--- src/rtl/cm_regfile_pkg.sv ---
package cm_regfile_pkg;

  localparam logic [31:0] W_ID        = 32'd0;
  localparam logic [31:0] W_PROC      = 32'd1;
  localparam logic [31:0] W_OSC       = 32'd2;
  localparam logic [31:0] W_CTRL      = 32'd3;
  localparam logic [31:0] W_STAT      = 32'd4;
  localparam logic [31:0] W_LOCK      = 32'd5;
  localparam logic [31:0] W_AUX       = 32'd7;
  localparam logic [31:0] W_SDRAM     = 32'd8;
  localparam logic [31:0] W_INIT      = 32'd9;
  localparam logic [31:0] W_FLG_SET   = 32'd12;
  localparam logic [31:0] W_FLG_CLR   = 32'd13;
  localparam logic [31:0] W_NV_SET    = 32'd14;
  localparam logic [31:0] W_NV_CLR    = 32'd15;
  localparam logic [31:0] W_IRQ_STAT  = 32'd16;
  localparam logic [31:0] W_IRQ_RAW   = 32'd17;
  localparam logic [31:0] W_IRQ_SET   = 32'd18;
  localparam logic [31:0] W_IRQ_CLR   = 32'd19;
  localparam logic [31:0] W_SOFT_SET  = 32'd20;
  localparam logic [31:0] W_SOFT_CLR  = 32'd21;
  localparam logic [31:0] W_FIQ_STAT  = 32'd24;
  localparam logic [31:0] W_FIQ_RAW   = 32'd25;
  localparam logic [31:0] W_FIQ_SET   = 32'd26;
  localparam logic [31:0] W_FIQ_CLR   = 32'd27;
  localparam logic [31:0] W_VOLT_LO   = 32'd32;
  localparam logic [31:0] W_VOLT_HI   = 32'd35;
  localparam logic [31:0] W_SPD_LO    = 32'd64;
  localparam logic [31:0] W_SPD_HI    = 32'd127;

  localparam logic [31:0] ID_VALUE    = 32'h411A_3001;
  localparam logic [31:0] STAT_VALUE  = 32'h0010_0000;
  localparam logic [31:0] OSC_RST     = 32'h0100_0048;
  localparam logic [31:0] AUX_RST     = 32'h0007_FEFF;
  localparam logic [31:0] INIT_RST    = 32'h0000_0112;
  localparam logic [31:0] SDRAM_BASE  = 32'h0001_1122;
  localparam logic [15:0] UNLOCK_KEY  = 16'hA05F;

  // Number of set/clear banks built by the generate loop in the top.
  localparam int unsigned N_BANKS = 4;
  localparam int unsigned B_FLAGS = 0;
  localparam int unsigned B_NV    = 1;
  localparam int unsigned B_IRQEN = 2;
  localparam int unsigned B_FIQEN = 3;

  // Decoded write strobes, one bit per writable function.
  typedef struct packed {
    logic osc;
    logic ctrl;
    logic lock;
    logic aux;
    logic sdram;
    logic init;
    logic soft_set;
    logic soft_clr;
    logic [N_BANKS-1:0] bank_set;
    logic [N_BANKS-1:0] bank_clr;
  } wr_strobe_t;

  function automatic logic [31:0] sdram_size_code(int unsigned mb);
    if (mb >= 256)      return 32'h10;
    else if (mb >= 128) return 32'h0C;
    else if (mb >= 64)  return 32'h08;
    else if (mb >= 32)  return 32'h04;
    else                return 32'h00;
  endfunction

endpackage

--- src/rtl/cm_lock_osc.sv ---
module cm_lock_osc
  import cm_regfile_pkg::*;
(
  input  logic        clk,
  input  logic        rst_n,
  input  logic        lock_we,
  input  logic        osc_we,
  input  logic        aux_we,
  input  logic [31:0] wdata,
  output logic [15:0] lock_q,
  output logic        unlocked,
  output logic [31:0] osc_q,
  output logic [31:0] aux_q
);

  logic [15:0] lock_d;
  logic [31:0] osc_d;
  logic [31:0] aux_d;

  assign unlocked = (lock_q == UNLOCK_KEY);

  always_comb begin
    lock_d = lock_q;
    osc_d  = osc_q;
    aux_d  = aux_q;
    if (lock_we) lock_d = wdata[15:0];
    if (osc_we && unlocked) osc_d = wdata;
    if (aux_we && unlocked) aux_d = wdata;
  end

  always_ff @(posedge clk or negedge rst_n) begin
    if (!rst_n) begin
      lock_q <= '0;
      osc_q  <= OSC_RST;
      aux_q  <= AUX_RST;
    end else begin
      lock_q <= lock_d;
      osc_q  <= osc_d;
      aux_q  <= aux_d;
    end
  end

endmodule

--- src/rtl/cm_ctrl_reg.sv ---
module cm_ctrl_reg (
  input  logic clk,
  input  logic rst_n,
  input  logic ctrl_we,
  input  logic wr_led,
  input  logic wr_remap,
  input  logic wr_reset,
  output logic led_q,
  output logic remap_q,
  output logic flash_en,
  output logic rst_pulse
);

  logic led_d;
  logic remap_d;
  logic pulse_d;

  always_comb begin
    led_d   = led_q;
    remap_d = remap_q;
    pulse_d = 1'b0;
    if (ctrl_we) begin
      led_d   = wr_led;
      remap_d = wr_remap;
      pulse_d = wr_reset;
    end
  end

  always_ff @(posedge clk or negedge rst_n) begin
    if (!rst_n) begin
      led_q     <= 1'b0;
      remap_q   <= 1'b0;
      rst_pulse <= 1'b0;
    end else begin
      led_q     <= led_d;
      remap_q   <= remap_d;
      rst_pulse <= pulse_d;
    end
  end

  assign flash_en = !remap_q;

endmodule

--- src/rtl/cm_setclr_reg.sv ---
module cm_setclr_reg #(
  parameter int unsigned WIDTH = 32
) (
  input  logic             clk,
  input  logic             rst_n,
  input  logic             set_we,
  input  logic             clr_we,
  input  logic [WIDTH-1:0] wdata,
  output logic [WIDTH-1:0] q
);

  logic [WIDTH-1:0] d;

  always_comb begin
    d = q;
    if (set_we) d = d | wdata;
    if (clr_we) d = d & ~wdata;
  end

  always_ff @(posedge clk or negedge rst_n) begin
    if (!rst_n) q <= '0;
    else        q <= d;
  end

endmodule

--- src/rtl/cm_regfile.sv ---
module cm_regfile
  import cm_regfile_pkg::*;
#(
  parameter int unsigned ADDR_W = 7,
  parameter int unsigned MEM_MB = 64
) (
  input  logic              clk,
  input  logic              rst_n,
  input  logic              req_rd,
  input  logic              req_wr,
  input  logic [ADDR_W-1:0] req_addr,
  input  logic [31:0]       req_wdata,
  output logic [31:0]       rsp_rdata,
  output logic              rsp_valid,
  output logic              rsp_err,
  output logic              flash_en,
  output logic              led_out,
  output logic              sys_rst_req,
  output logic              irq_out,
  output logic              fiq_out
);

  localparam logic [31:0] SDRAM_RST = SDRAM_BASE | sdram_size_code(MEM_MB);

  logic [31:0] idx;
  wr_strobe_t  wst;
  logic        rd_ok;
  logic        wr_ok;
  logic [31:0] rd_mux;

  logic [15:0] lock_q;
  logic        osc_unlocked;
  logic [31:0] osc_q;
  logic [31:0] aux_q;
  logic        led_q;
  logic        remap_q;
  logic [31:0] sdram_q, sdram_d;
  logic [31:0] init_q, init_d;
  logic        soft_q;
  logic [31:0] level;
  logic [31:0] bank_q [N_BANKS];

  logic [31:0] rdata_d;
  logic        valid_d;
  logic        err_d;

  assign idx = 32'(req_addr);

  // ---------------- write decode ----------------
  always_comb begin
    wst   = '0;
    wr_ok = 1'b1;
    unique case (idx)
      W_OSC:      wst.osc  = 1'b1;
      W_CTRL:     wst.ctrl = 1'b1;
      W_LOCK:     wst.lock = 1'b1;
      W_AUX:      wst.aux  = 1'b1;
      W_SDRAM:    wst.sdram = 1'b1;
      W_INIT:     wst.init  = 1'b1;
      W_FLG_SET:  wst.bank_set[B_FLAGS] = 1'b1;
      W_FLG_CLR:  wst.bank_clr[B_FLAGS] = 1'b1;
      W_NV_SET:   wst.bank_set[B_NV]    = 1'b1;
      W_NV_CLR:   wst.bank_clr[B_NV]    = 1'b1;
      W_IRQ_SET:  wst.bank_set[B_IRQEN] = 1'b1;
      W_IRQ_CLR:  wst.bank_clr[B_IRQEN] = 1'b1;
      W_FIQ_SET:  wst.bank_set[B_FIQEN] = 1'b1;
      W_FIQ_CLR:  wst.bank_clr[B_FIQEN] = 1'b1;
      W_SOFT_SET: wst.soft_set = 1'b1;
      W_SOFT_CLR: wst.soft_clr = 1'b1;
      default:    wr_ok = (idx >= W_VOLT_LO) && (idx <= W_VOLT_HI);
    endcase
    if (!req_wr) wst = '0;
  end

  // ---------------- storage ----------------
  cm_lock_osc u_lock (
    .clk      (clk),
    .rst_n    (rst_n),
    .lock_we  (wst.lock),
    .osc_we   (wst.osc),
    .aux_we   (wst.aux),
    .wdata    (req_wdata),
    .lock_q   (lock_q),
    .unlocked (osc_unlocked),
    .osc_q    (osc_q),
    .aux_q    (aux_q)
  );

  cm_ctrl_reg u_ctrl (
    .clk       (clk),
    .rst_n     (rst_n),
    .ctrl_we   (wst.ctrl),
    .wr_led    (req_wdata[0]),
    .wr_remap  (req_wdata[2]),
    .wr_reset  (req_wdata[3]),
    .led_q     (led_q),
    .remap_q   (remap_q),
    .flash_en  (flash_en),
    .rst_pulse (sys_rst_req)
  );

  assign led_out = led_q;

  generate
    for (genvar b = 0; b < N_BANKS; b++) begin : g_bank
      cm_setclr_reg #(.WIDTH(32)) u_bank (
        .clk    (clk),
        .rst_n  (rst_n),
        .set_we (wst.bank_set[b]),
        .clr_we (wst.bank_clr[b]),
        .wdata  (req_wdata),
        .q      (bank_q[b])
      );
    end
  endgenerate

  cm_setclr_reg #(.WIDTH(1)) u_soft (
    .clk    (clk),
    .rst_n  (rst_n),
    .set_we (wst.soft_set),
    .clr_we (wst.soft_clr),
    .wdata  (req_wdata[0]),
    .q      (soft_q)
  );

  always_comb begin
    sdram_d = sdram_q;
    init_d  = init_q;
    if (wst.sdram) sdram_d = req_wdata;
    if (wst.init)  init_d  = req_wdata;
  end

  always_ff @(posedge clk or negedge rst_n) begin
    if (!rst_n) begin
      sdram_q <= SDRAM_RST;
      init_q  <= INIT_RST;
    end else begin
      sdram_q <= sdram_d;
      init_q  <= init_d;
    end
  end

  // ---------------- interrupt outputs ----------------
  assign level   = {31'b0, soft_q};
  assign irq_out = |(level & bank_q[B_IRQEN]);
  assign fiq_out = |(level & bank_q[B_FIQEN]);

  // ---------------- read mux ----------------
  always_comb begin
    rd_mux = '0;
    rd_ok  = 1'b1;
    unique case (idx)
      W_ID:       rd_mux = ID_VALUE;
      W_PROC:     rd_mux = '0;
      W_OSC:      rd_mux = osc_q;
      W_CTRL:     rd_mux = {29'b0, remap_q, 1'b0, led_q};
      W_STAT:     rd_mux = STAT_VALUE;
      W_LOCK:     rd_mux = {15'b0, osc_unlocked, lock_q};
      W_AUX:      rd_mux = aux_q;
      W_SDRAM:    rd_mux = sdram_q;
      W_INIT:     rd_mux = init_q;
      W_FLG_SET:  rd_mux = bank_q[B_FLAGS];
      W_NV_SET:   rd_mux = bank_q[B_NV];
      W_IRQ_STAT: rd_mux = level & bank_q[B_IRQEN];
      W_IRQ_RAW:  rd_mux = level;
      W_IRQ_SET:  rd_mux = bank_q[B_IRQEN];
      W_SOFT_SET: rd_mux = level;
      W_FIQ_STAT: rd_mux = level & bank_q[B_FIQEN];
      W_FIQ_RAW:  rd_mux = level;
      W_FIQ_SET:  rd_mux = bank_q[B_FIQEN];
      default: begin
        rd_mux = '0;
        rd_ok  = ((idx >= W_VOLT_LO) && (idx <= W_VOLT_HI)) ||
                 ((idx >= W_SPD_LO)  && (idx <= W_SPD_HI));
      end
    endcase
  end

  // ---------------- response register ----------------
  always_comb begin
    valid_d = req_rd;
    rdata_d = (req_rd && rd_ok) ? rd_mux : 32'h0;
    err_d   = (req_rd && !rd_ok) || (req_wr && !wr_ok);
  end

  always_ff @(posedge clk or negedge rst_n) begin
    if (!rst_n) begin
      rsp_rdata <= '0;
      rsp_valid <= 1'b0;
      rsp_err   <= 1'b0;
    end else begin
      rsp_rdata <= rdata_d;
      rsp_valid <= valid_d;
      rsp_err   <= err_d;
    end
  end

endmodule

--- config.mk ---
export PLATFORM = sky130hd
export DESIGN_NAME = cm_regfile
export DESIGN_NICKNAME = d
export VERILOG_FILES = /design/src/rtl/cm_regfile_pkg.sv /design/src/rtl/cm_lock_osc.sv /design/src/rtl/cm_ctrl_reg.sv /design/src/rtl/cm_setclr_reg.sv /design/src/rtl/cm_regfile.sv
export SDC_FILE = /design/constraint.sdc
export NUM_CORES = 1
export LEC_CHECK = 0
export CORE_MARGIN = 8
export CORE_UTILIZATION = 60
export DETAILED_ROUTE_END_ITERATION = 7
export PLACE_DENSITY = 0.8
export SLEW_MARGIN = 10
export SYNTH_ARGS = -nofsm -noshare
export SYNTH_HDL_FRONTEND = slang
export SYNTH_SLANG_ARGS = --single-unit
--- constraint.sdc ---
create_clock -name clk -period 1.9 [get_ports clk]
set_input_delay 0.19 -clock clk [delete_from_list [all_inputs] [get_ports clk]]
set_output_delay 0.19 -clock clk [all_outputs]
set_load 0.005 [all_outputs]
**Word-level counts from Yosys, hierarchy flattened**

Cells that the tools add are included.
Widths: inputs -> output; s select.

- Add/sub/neg operators: 0
- $mul: 0
- Divide/modulo/power cells: 0
- $lt $le $gt $ge: 4
- Equality and inequality tests: 23
- Shift-type cells: 0
- Multiplexer cells: 32
- Bitwise gates (word level): 14
- Reduce and logical (&&, ||, !) cells: 18

Operator list:

| kind | number |
|---|---|
| $pmux 32 s15 | 1 |
| $mux 32 | 9 |
| $and 32x32->32 | 4 |
| $or 32x32->32 | 4 |
| $eq 7x5->1 const B | 10 |
| $and 1x32->32 | 2 |
| $reduce_or 32->1 | 2 |
| $eq 7x4->1 const B | 6 |
| $logic_not 32->1 | 1 |
| $not 32->32 | 1 |
| $eq 7x3->1 const B | 3 |
| $mux 1 | 21 |
| $reduce_or 18->1 | 1 |
| $eq 16x16->1 const B | 1 |
| $mux 16 | 1 |
| $reduce_or 16->1 | 1 |
| $eq 7x2->1 const B | 2 |
| $eq 7x1->1 const B | 1 |
| $ge 7x6->1 const B | 1 |
| $ge 7x7->1 const B | 1 |
| $le 7x6->1 const B | 1 |
| $le 7x7->1 const B | 1 |
| $logic_and 1x1->1 | 7 |
| $logic_not 1->1 | 3 |
| 5 further kinds | 6 |

- Register bits: 310
- Bits in latches: 0
- RAM bits: 0
- Bits in read-only memories: 0
- Bits of input ports: 43
- Output and inout bits: 39
- Word-level logic and storage cells: 107
- Memories kept: 0

**Depth between registers and ports, before layout**

Gate-level depths: netlist of run 1.

- Depth in word-level cells: 7
- Depth in mapped cells: 8
- Gate-level depth less buffers: 5

**Hierarchy**

From an unflattened synthesis of run 1, not the netlist that was laid out.

- Cell total of the unflattened synthesis: 1169
- Area total of the unflattened synthesis: 13855.8 um^2

By module, submodules not included:

| module | times used | cells an instance | area an instance (um^2) | sequential area each (um^2) |
|---|---|---|---|---|
| cm_regfile | 1 | 575 | 5980.7 | 2463.6 |
| cm_setclr_reg (g_bank[0].u_bank ...) | 4 | 102 | 1169.9 | 800.8 |
| cm_lock_osc | 1 | 176 | 3051.7 | 2028.2 |
| cm_ctrl_reg | 1 | 7 | 108.9 | 75.1 |
| cm_setclr_reg (u_soft) | 1 | 3 | 35.0 | 25.0 |

**Least setup slack after synthesis of run 1**

Ideal clock, no wire load.

- Kind: reg-to-reg
- Start: register u_lock.lock_q[9]
- End: register u_lock.aux_q[19]
- Setup time: 0.125 ns
- Data arrival time: 1.622 ns
- Data required time: 1.775 ns
- Path slack: 0.153 ns
- Cell stages (with the launch flop): 6
- Buffers on the path: 1
- Clock period less this slack: 1.747 ns
- Cell sequence: dfrtp_1 > nor4b_1 > and4_1 > nand3_1 > buf_1 > mux2_2

- Longest elaborated chain between the ends: 2

RTL lines:

| what | line | text |
|---|---|---|
| start, declared | cm_lock_osc.sv:10 | `output logic [15:0] lock_q,` |
| start signal, assigned | cm_lock_osc.sv:37 | `lock_q <= lock_d;` |
| $eq 16x16->1 | cm_lock_osc.sv:20 | `assign unlocked = (lock_q == UNLOCK_KEY);` |
| $logic_and 1x1->1 | cm_lock_osc.sv:28 | `if (aux_we && unlocked) aux_d = wdata;` |
| end signal, assigned | cm_lock_osc.sv:39 | `aux_q <= aux_d;` |
| end, declared | cm_lock_osc.sv:13 | `output logic [31:0] aux_q` |

No other way between the ends.
A chain may end at the register's enable or synchronous reset.

**Worst setup path after layout of run 1**

- Start: register u_lock.lock_q[7]
- End: register u_lock.aux_q[25]

The elaborated chain is that of the path after synthesis.

==> results of run 1 <==
[synthesized netlist by cell type (4+ instances only)]
master | instances | area, sq um
a21oi_1 | 291 | 1460
dfrtp_1 | 280 | 7010
mux2_2 | 143 | 1610
clkbuf_1 | 77 | 289
nand2_1 | 41 | 154
buf_2 | 34 | 170
a22oi_1 | 32 | 240
a22o_1 | 30 | 263
dfstp_2 | 30 | 788
nor2_1 | 29 | 109
a222oi_1 | 21 | 210
o21ai_0 | 20 | 100
mux2i_1 | 19 | 190
a31oi_1 | 16 | 100
a221oi_1 | 12 | 105
nand3_1 | 10 | 50.1
nand2b_1 | 8 | 50.1
buf_1 | 7 | 26.3
mux2_1 | 7 | 78.8
nor2b_1 | 7 | 43.8
a211o_1 | 6 | 52.6
a311o_1 | 5 | 50.1
and2_1 | 5 | 31.3
and3_1 | 5 | 31.3
inv_1 | 4 | 15.0
nand4_1 | 4 | 25.0
nor3_1 | 4 | 20.0
nor4b_1 | 4 | 35.0
[timing repair]
item,in CTS,in global routing
buffers inserted,2,4
pin swaps,3,4
endpoints found under the hold margin,209,0
resized for setup,9,3
hold buffers,1,0
setup endpoints to repair,59,47
[routing by layer]
metal | GRT usage | wire, um | vias to the layer above
met2 | 0.475 | 20000 | 772
li1 | - | - | 4804
met5 | 0 | 0 | -
met3 | 0.0647 | 4660 | 157
met4 | 0.146 | 1960 | 0
met1 | 0.382 | 15800 | 5699
[where the power goes]
| group | switching (mW) | internal [mW] | total, mW |
|---|---|---|---|
| Clock | 2.62 | 3.77 | 6.40 |
| Sequential | 0.232 | 6.99 | 7.22 |
| Combinational | 0.744 | 0.585 | 1.33 |
[cell type report]
class	count	area, sq um	area share
multi-input combinational	762	5520	0.321
tap	285	357	0.0207
inverter	4	15.0	0.000873
clock buffer	47	926	0.0538
timing repair buffer	260	2440	0.142
sequential	310	7790	0.453
antenna	1	2.50	0.000145
clock inverter	11	149	0.00866
[critical path, cell delays in order, from the launching register on]
cell       delay [ps]
dfrtp_1           390
nand4bb_4         240
nor2_4            140
and4_4            250
nand3_2           130
buf_12            200
buf_12            140
mux2_2            260
[cells by family (layout without fill, tap and decap cells)]
family                 Yosys count  after routing
AOI/OAI and AO/OA              457            457
other                            0              1
buffers and inverters          126            322
muxes                          169            169
and+or+nand+nor                136            136
DFF                            310            310
[path summary, 6_finish.rpt]
kind,startpoint,to,slack [ps],cells past startpoint
min in group clk,req_addr[1],flip-flop,260,5
max,u_lock.lock_q[7],u_lock.aux_q[25],20,7
max reg2reg,u_lock.lock_q[7],u_lock.aux_q[25],20,7
min,rst_n,u_lock.aux_q[25],140,2
max in group asynchronous,rst_n,sdram_q[16],960,3
min reg2reg,init_q[3],init_q[3],480,2
[through the flow]
| step | util | setup slack [ps] | area, sq um |
|---|---|---|---|
| 2_1_floorplan | - | 153 | 13700 |
| 3_3_place_gp | 0.709 | -481 | 16000 |
| 3_5_place_dp | 0.709 | -535 | 16000 |
| 4_1_cts | 0.759 | 3.28 | 17100 |
| 5_1_grt | 0.762 | -31.9 | 17200 |
| 6_report | 0.762 | 23.3 | 17200 |
==> flow_summary.ini, run 1 <==
[finish]
drive_above_1_share = 0.311
layout.nets = 1412
fillCellCount = 1434
mostFrequentLayoutCell = a21oi_1
stdcell_count = 1680
final_cell_mix = a21oi_1, dfrtp_1, buf_4, mux2_2, clkdlybuf4s50_1
synthToLayoutAreaGrowth_pct = 25.3

[sta]
slew_viol_final = 0
max_slew_margin = 0.643
tightest_slew_ps = 534
setup_viol = 0
hold_viol = 0
fin_setup_tns_ps = 0
rsz0062_at_grt = true
period_share = 0.988
hold_slack_ps = 137
period_needed_ps = 1880
fmax_mhz = 533
finalClockSkew_ps = 18.7

[pwr]
p_leak_nw = 7.87
finalPower_mw = 14.9
ir_drop_v = 0.000760
p_per_area_nw_per_um2 = 869

[run_status]
status = completed

[drt]
drc = 0
drt_wl_total_mm = 42.5
detail-route-antenna-nets = 0
drt_pass1_iterations = 7
vias = 11400
detail_route.wl_per_cell_um = 25.3
drtIter0Drc = 1520
viasPerCell = 6.80

[place]
gp_congestion = 0.884
place_inst = 1614
port_buffers = 81
hpwlAfterDp_mm = 27.1

[synth]
ys.flop_type = dfrtp_1
synth_fa_ha_area_frac = 0
ys.warnings.count = 0
async_reset_ff_frac = 1.00
ys_seq_area_frac = 0.568
synth-simple-area-share = 0.0534
synth_seq_cells = 310
syn_avg_cell_area_sq_um = 11.5
synth_area_sq_um = 13700
synth_xor_area_frac = 0
synth_cells = 1198
synth_nets = 1241
synth_top_family_by_area = compound AO/OA/AOI/OAI gates
synth_compound_area_frac = 0.203
muxShareOfSynthArea = 0.137
synth-edff-count = 0
synth_cell_types = 62

[cts]
htree_levels = 1
cts_tree = yes
clock_sinks = 310
cts_buffer_depth = 3
root_buffer = clkbuf_16
cts_made_buffers = 31
clk_latency_ps = 580
path_clk_slew_ps = 60

[global_routing]
grtUsageTotal = 0.298
grt_overflow_total = 0
grt_pass1_vias = 11800
antenna_found_initial = 0
grt_pass1_wl_mm = 65.8
grt_max_degree = 61

[setup_path]
end_kind = flip-flop
critPathMaxFanout = 16
critical_path_class = reg -> reg
critPathRequiredTime_ps = 2360
cp.arrival_ps = 2340
crit_path_start_kind = flip-flop

[die]
chipHeight_um = 167
die_x_um = 167
fp.dieArea_sq_um = 28000
num_rows = 55
io_pins = 82
core_area_sq_um = 22600
initial_utilization = 0.608

[min_path]
hold_class = in -> async

[run]
drv_cap = 0
Power figures use the tool's default switching activity.
==> run 2, diff against run 1 <==
- CTS_CLUSTER_SIZE: not set -> 24
==> results of run 2 <==
No change in the layout: final DEF, timing and power equal those of run 1.
==> run 3, diff against run 2 <==
- SYNTH_HIERARCHICAL: not set -> 1
==> flow_summary.ini, run 3 <==
[sta]
max_slew_margin = 0.389
rsz0062_at_grt = true
hold_slack_ps = 143
tightest_slew_ps = 912
fin_setup_tns_ps = -6700
period_share = 1.07
period_needed_ps = 2040
setup_viol = 65
finalClockSkew_ps = 13.1
fmax_mhz = 491
hold_viol = 0
setup_ws_ps = -138
slew_viol_final = 0

[drt]
detail-route-antenna-nets = 0
drt_pass1_iterations = 5
drtIter0Drc = 1375
vias = 11500
drt_wl_total_mm = 45.3
viasPerCell = 6.86
detail_route.wl_per_cell_um = 27.0
drc = 0

[global_routing]
grt_pass1_vias = 11900
grtUsageTotal = 0.315
antenna_found_initial = 0
grt_pass1_wl_mm = 69.2
grt_max_degree = 54
grt_overflow_total = 0

[finish]
mostFrequentLayoutCell = a21oi_1
fillCellCount = 1315
regArea_sq_um = 7790
diodes = 0
layout.nets = 1412
multi_input_area_sq_um = 5880
largest-register = g_bank.u_bank/q
stdcell_count = 1678
final_cell_mix = a21oi_1, dfrtp_1, buf_4, mux2_2, clkdlybuf4s50_1
synthToLayoutAreaGrowth_pct = 27.8
largest_reg_flops = 128
drive_above_1_share = 0.313

[cts]
path_clk_slew_ps = 70
cts_tree = yes
cts_made_buffers = 31
cts_buffer_depth = 3
root_buffer = clkbuf_16
clock_sinks = 310
clk_latency_ps = 570
htree_levels = 1

[place]
port_buffers = 81
gp_congestion = 0.909
hpwlAfterDp_mm = 28.3
post-place-ws_ps = -496
place_inst = 1614

[die]
num_rows = 55
initial_utilization = 0.612
io_pins = 82
die_x_um = 168
fp.dieArea_sq_um = 28200
core_area_sq_um = 22600
chipHeight_um = 168

[setup_path]
critical_path_class = reg -> reg
critPathRequiredTime_ps = 2350
cp.arrival_ps = 2490
r2r_end = u_lock/osc_q[8]
end_kind = flip-flop
rr_worst_depth = 6
crit_path_start_kind = flip-flop
reg2reg_setup_slack_ps = -140
critPathMaxFanout = 7
worstReg2RegStart = u_lock/lock_q[9]

[synth]
synth_cells = 1169
synth.most_common_cell = a21oi_1
ys.flop_type = dfrtp_1
synth_area_sq_um = 13900
synth_top_area_cell = dfrtp_1
synth_common_cells = a21oi_1, dfrtp_1, mux2_2
synth_cell_types = 65
ys_seq_area_frac = 0.563
ys.warnings.count = 6
synth_seq_cells = 310
synth-edff-count = 0
synth_area_leaders = dfrtp_1, a21oi_1, mux2_2, dfstp_2, mux2_1
syn_avg_cell_area_sq_um = 11.9
netlist.area_leader.share = 0.506
async_reset_ff_frac = 1.00
synth_nets = 1212

[pwr]
p_leak_nw = 8.13
ir_drop_v = 0.000729
p_per_area_nw_per_um2 = 833
finalPower_mw = 14.8

[min_path]
hold_class = in -> async

[run]
drv_cap = 0

[run_status]
status = finished with violations
violations = negative setup slack
## run 3: cell count changes in the layout (fill, tap and decap cells not counted), sizes merged, moves of 7 or more
cell	previous run	this run
a21oi	291	284
a221oi	12	4
a22oi	32	40
buf	181	170
a222oi	21	14
a22o	30	50
## run 3: layout make-up
type	count	area share
sequential	310	0.440
clock buffer	44	0.0511
timing repair buffer	252	0.149
clock inverter	13	0.00735
inverter	1	0.000212
tap	285	0.0201
multi-input combinational	773	0.332
## run 3: metal layers
layer	share of wire	track usage
met2	0.48	0.504
met4	0.051	0.176
met1	0.37	0.397
met5	0	0
met3	0.10	0.0645
## run 3: critical path: stages (launching register included)
cell	delay, ps
dfrtp_1	390
nand4bb_1	360
nor4_4	360
buf_6	190
nand2_8	110
clkbuf_16	220
mux2_4	300
## run 3: cell families after synthesis
family,Yosys count,synth area share
compound gates,466,0.207
simple gates,135,0.0570
mux,172,0.138
buf+inv,86,0.0350
flops,310,0.563
## run 3: what timing repair did
action | 4_1_cts | 5_1_grt
cloned | 2 | 2
hold endpoints to repair | 249 | 0
endpoints found under the setup margin | 65 | 93
hold buffers | 1 | 0
buffers inserted | 1 | 1
pin swaps | 1 | 1
resized for setup | 34 | 42
## run 3: worst max-delay path by stage
stage | startpoint | to | slack [ps] | cells past startpoint
after global placement | req_addr[6] | rsp_rdata[29] | -760 | 5
after global routing | u_lock/lock_q[11] | u_lock/osc_q[5] | -180 | 6
after CTS | u_lock/lock_q[11] | u_lock/aux_q[29] | -110 | 6
final | u_lock/lock_q[9] | u_lock/osc_q[8] | -140 | 6
after floorplan | req_addr[6] | g_bank[0].u_bank/q[0] | -40 | 9
after detailed placement | req_addr[5] | rsp_rdata[4] | -500 | 9
## run 3: through the flow
stage                     instance area [sq um]   util
after floorplan                           13900      -
after global placement                    16300  0.718
after detailed placement                  16300  0.718
after CTS                                 17500  0.773
after global routing                      17700  0.782
final                                     17700  0.782
## run 3: where the power goes
group	switching, mW	leakage, nW	internal (mW)	total [mW]
clock network	2.61	0.507	3.58	6.19
logic	0.770	3.47	0.575	1.35
registers	0.231	4.14	6.99	7.22
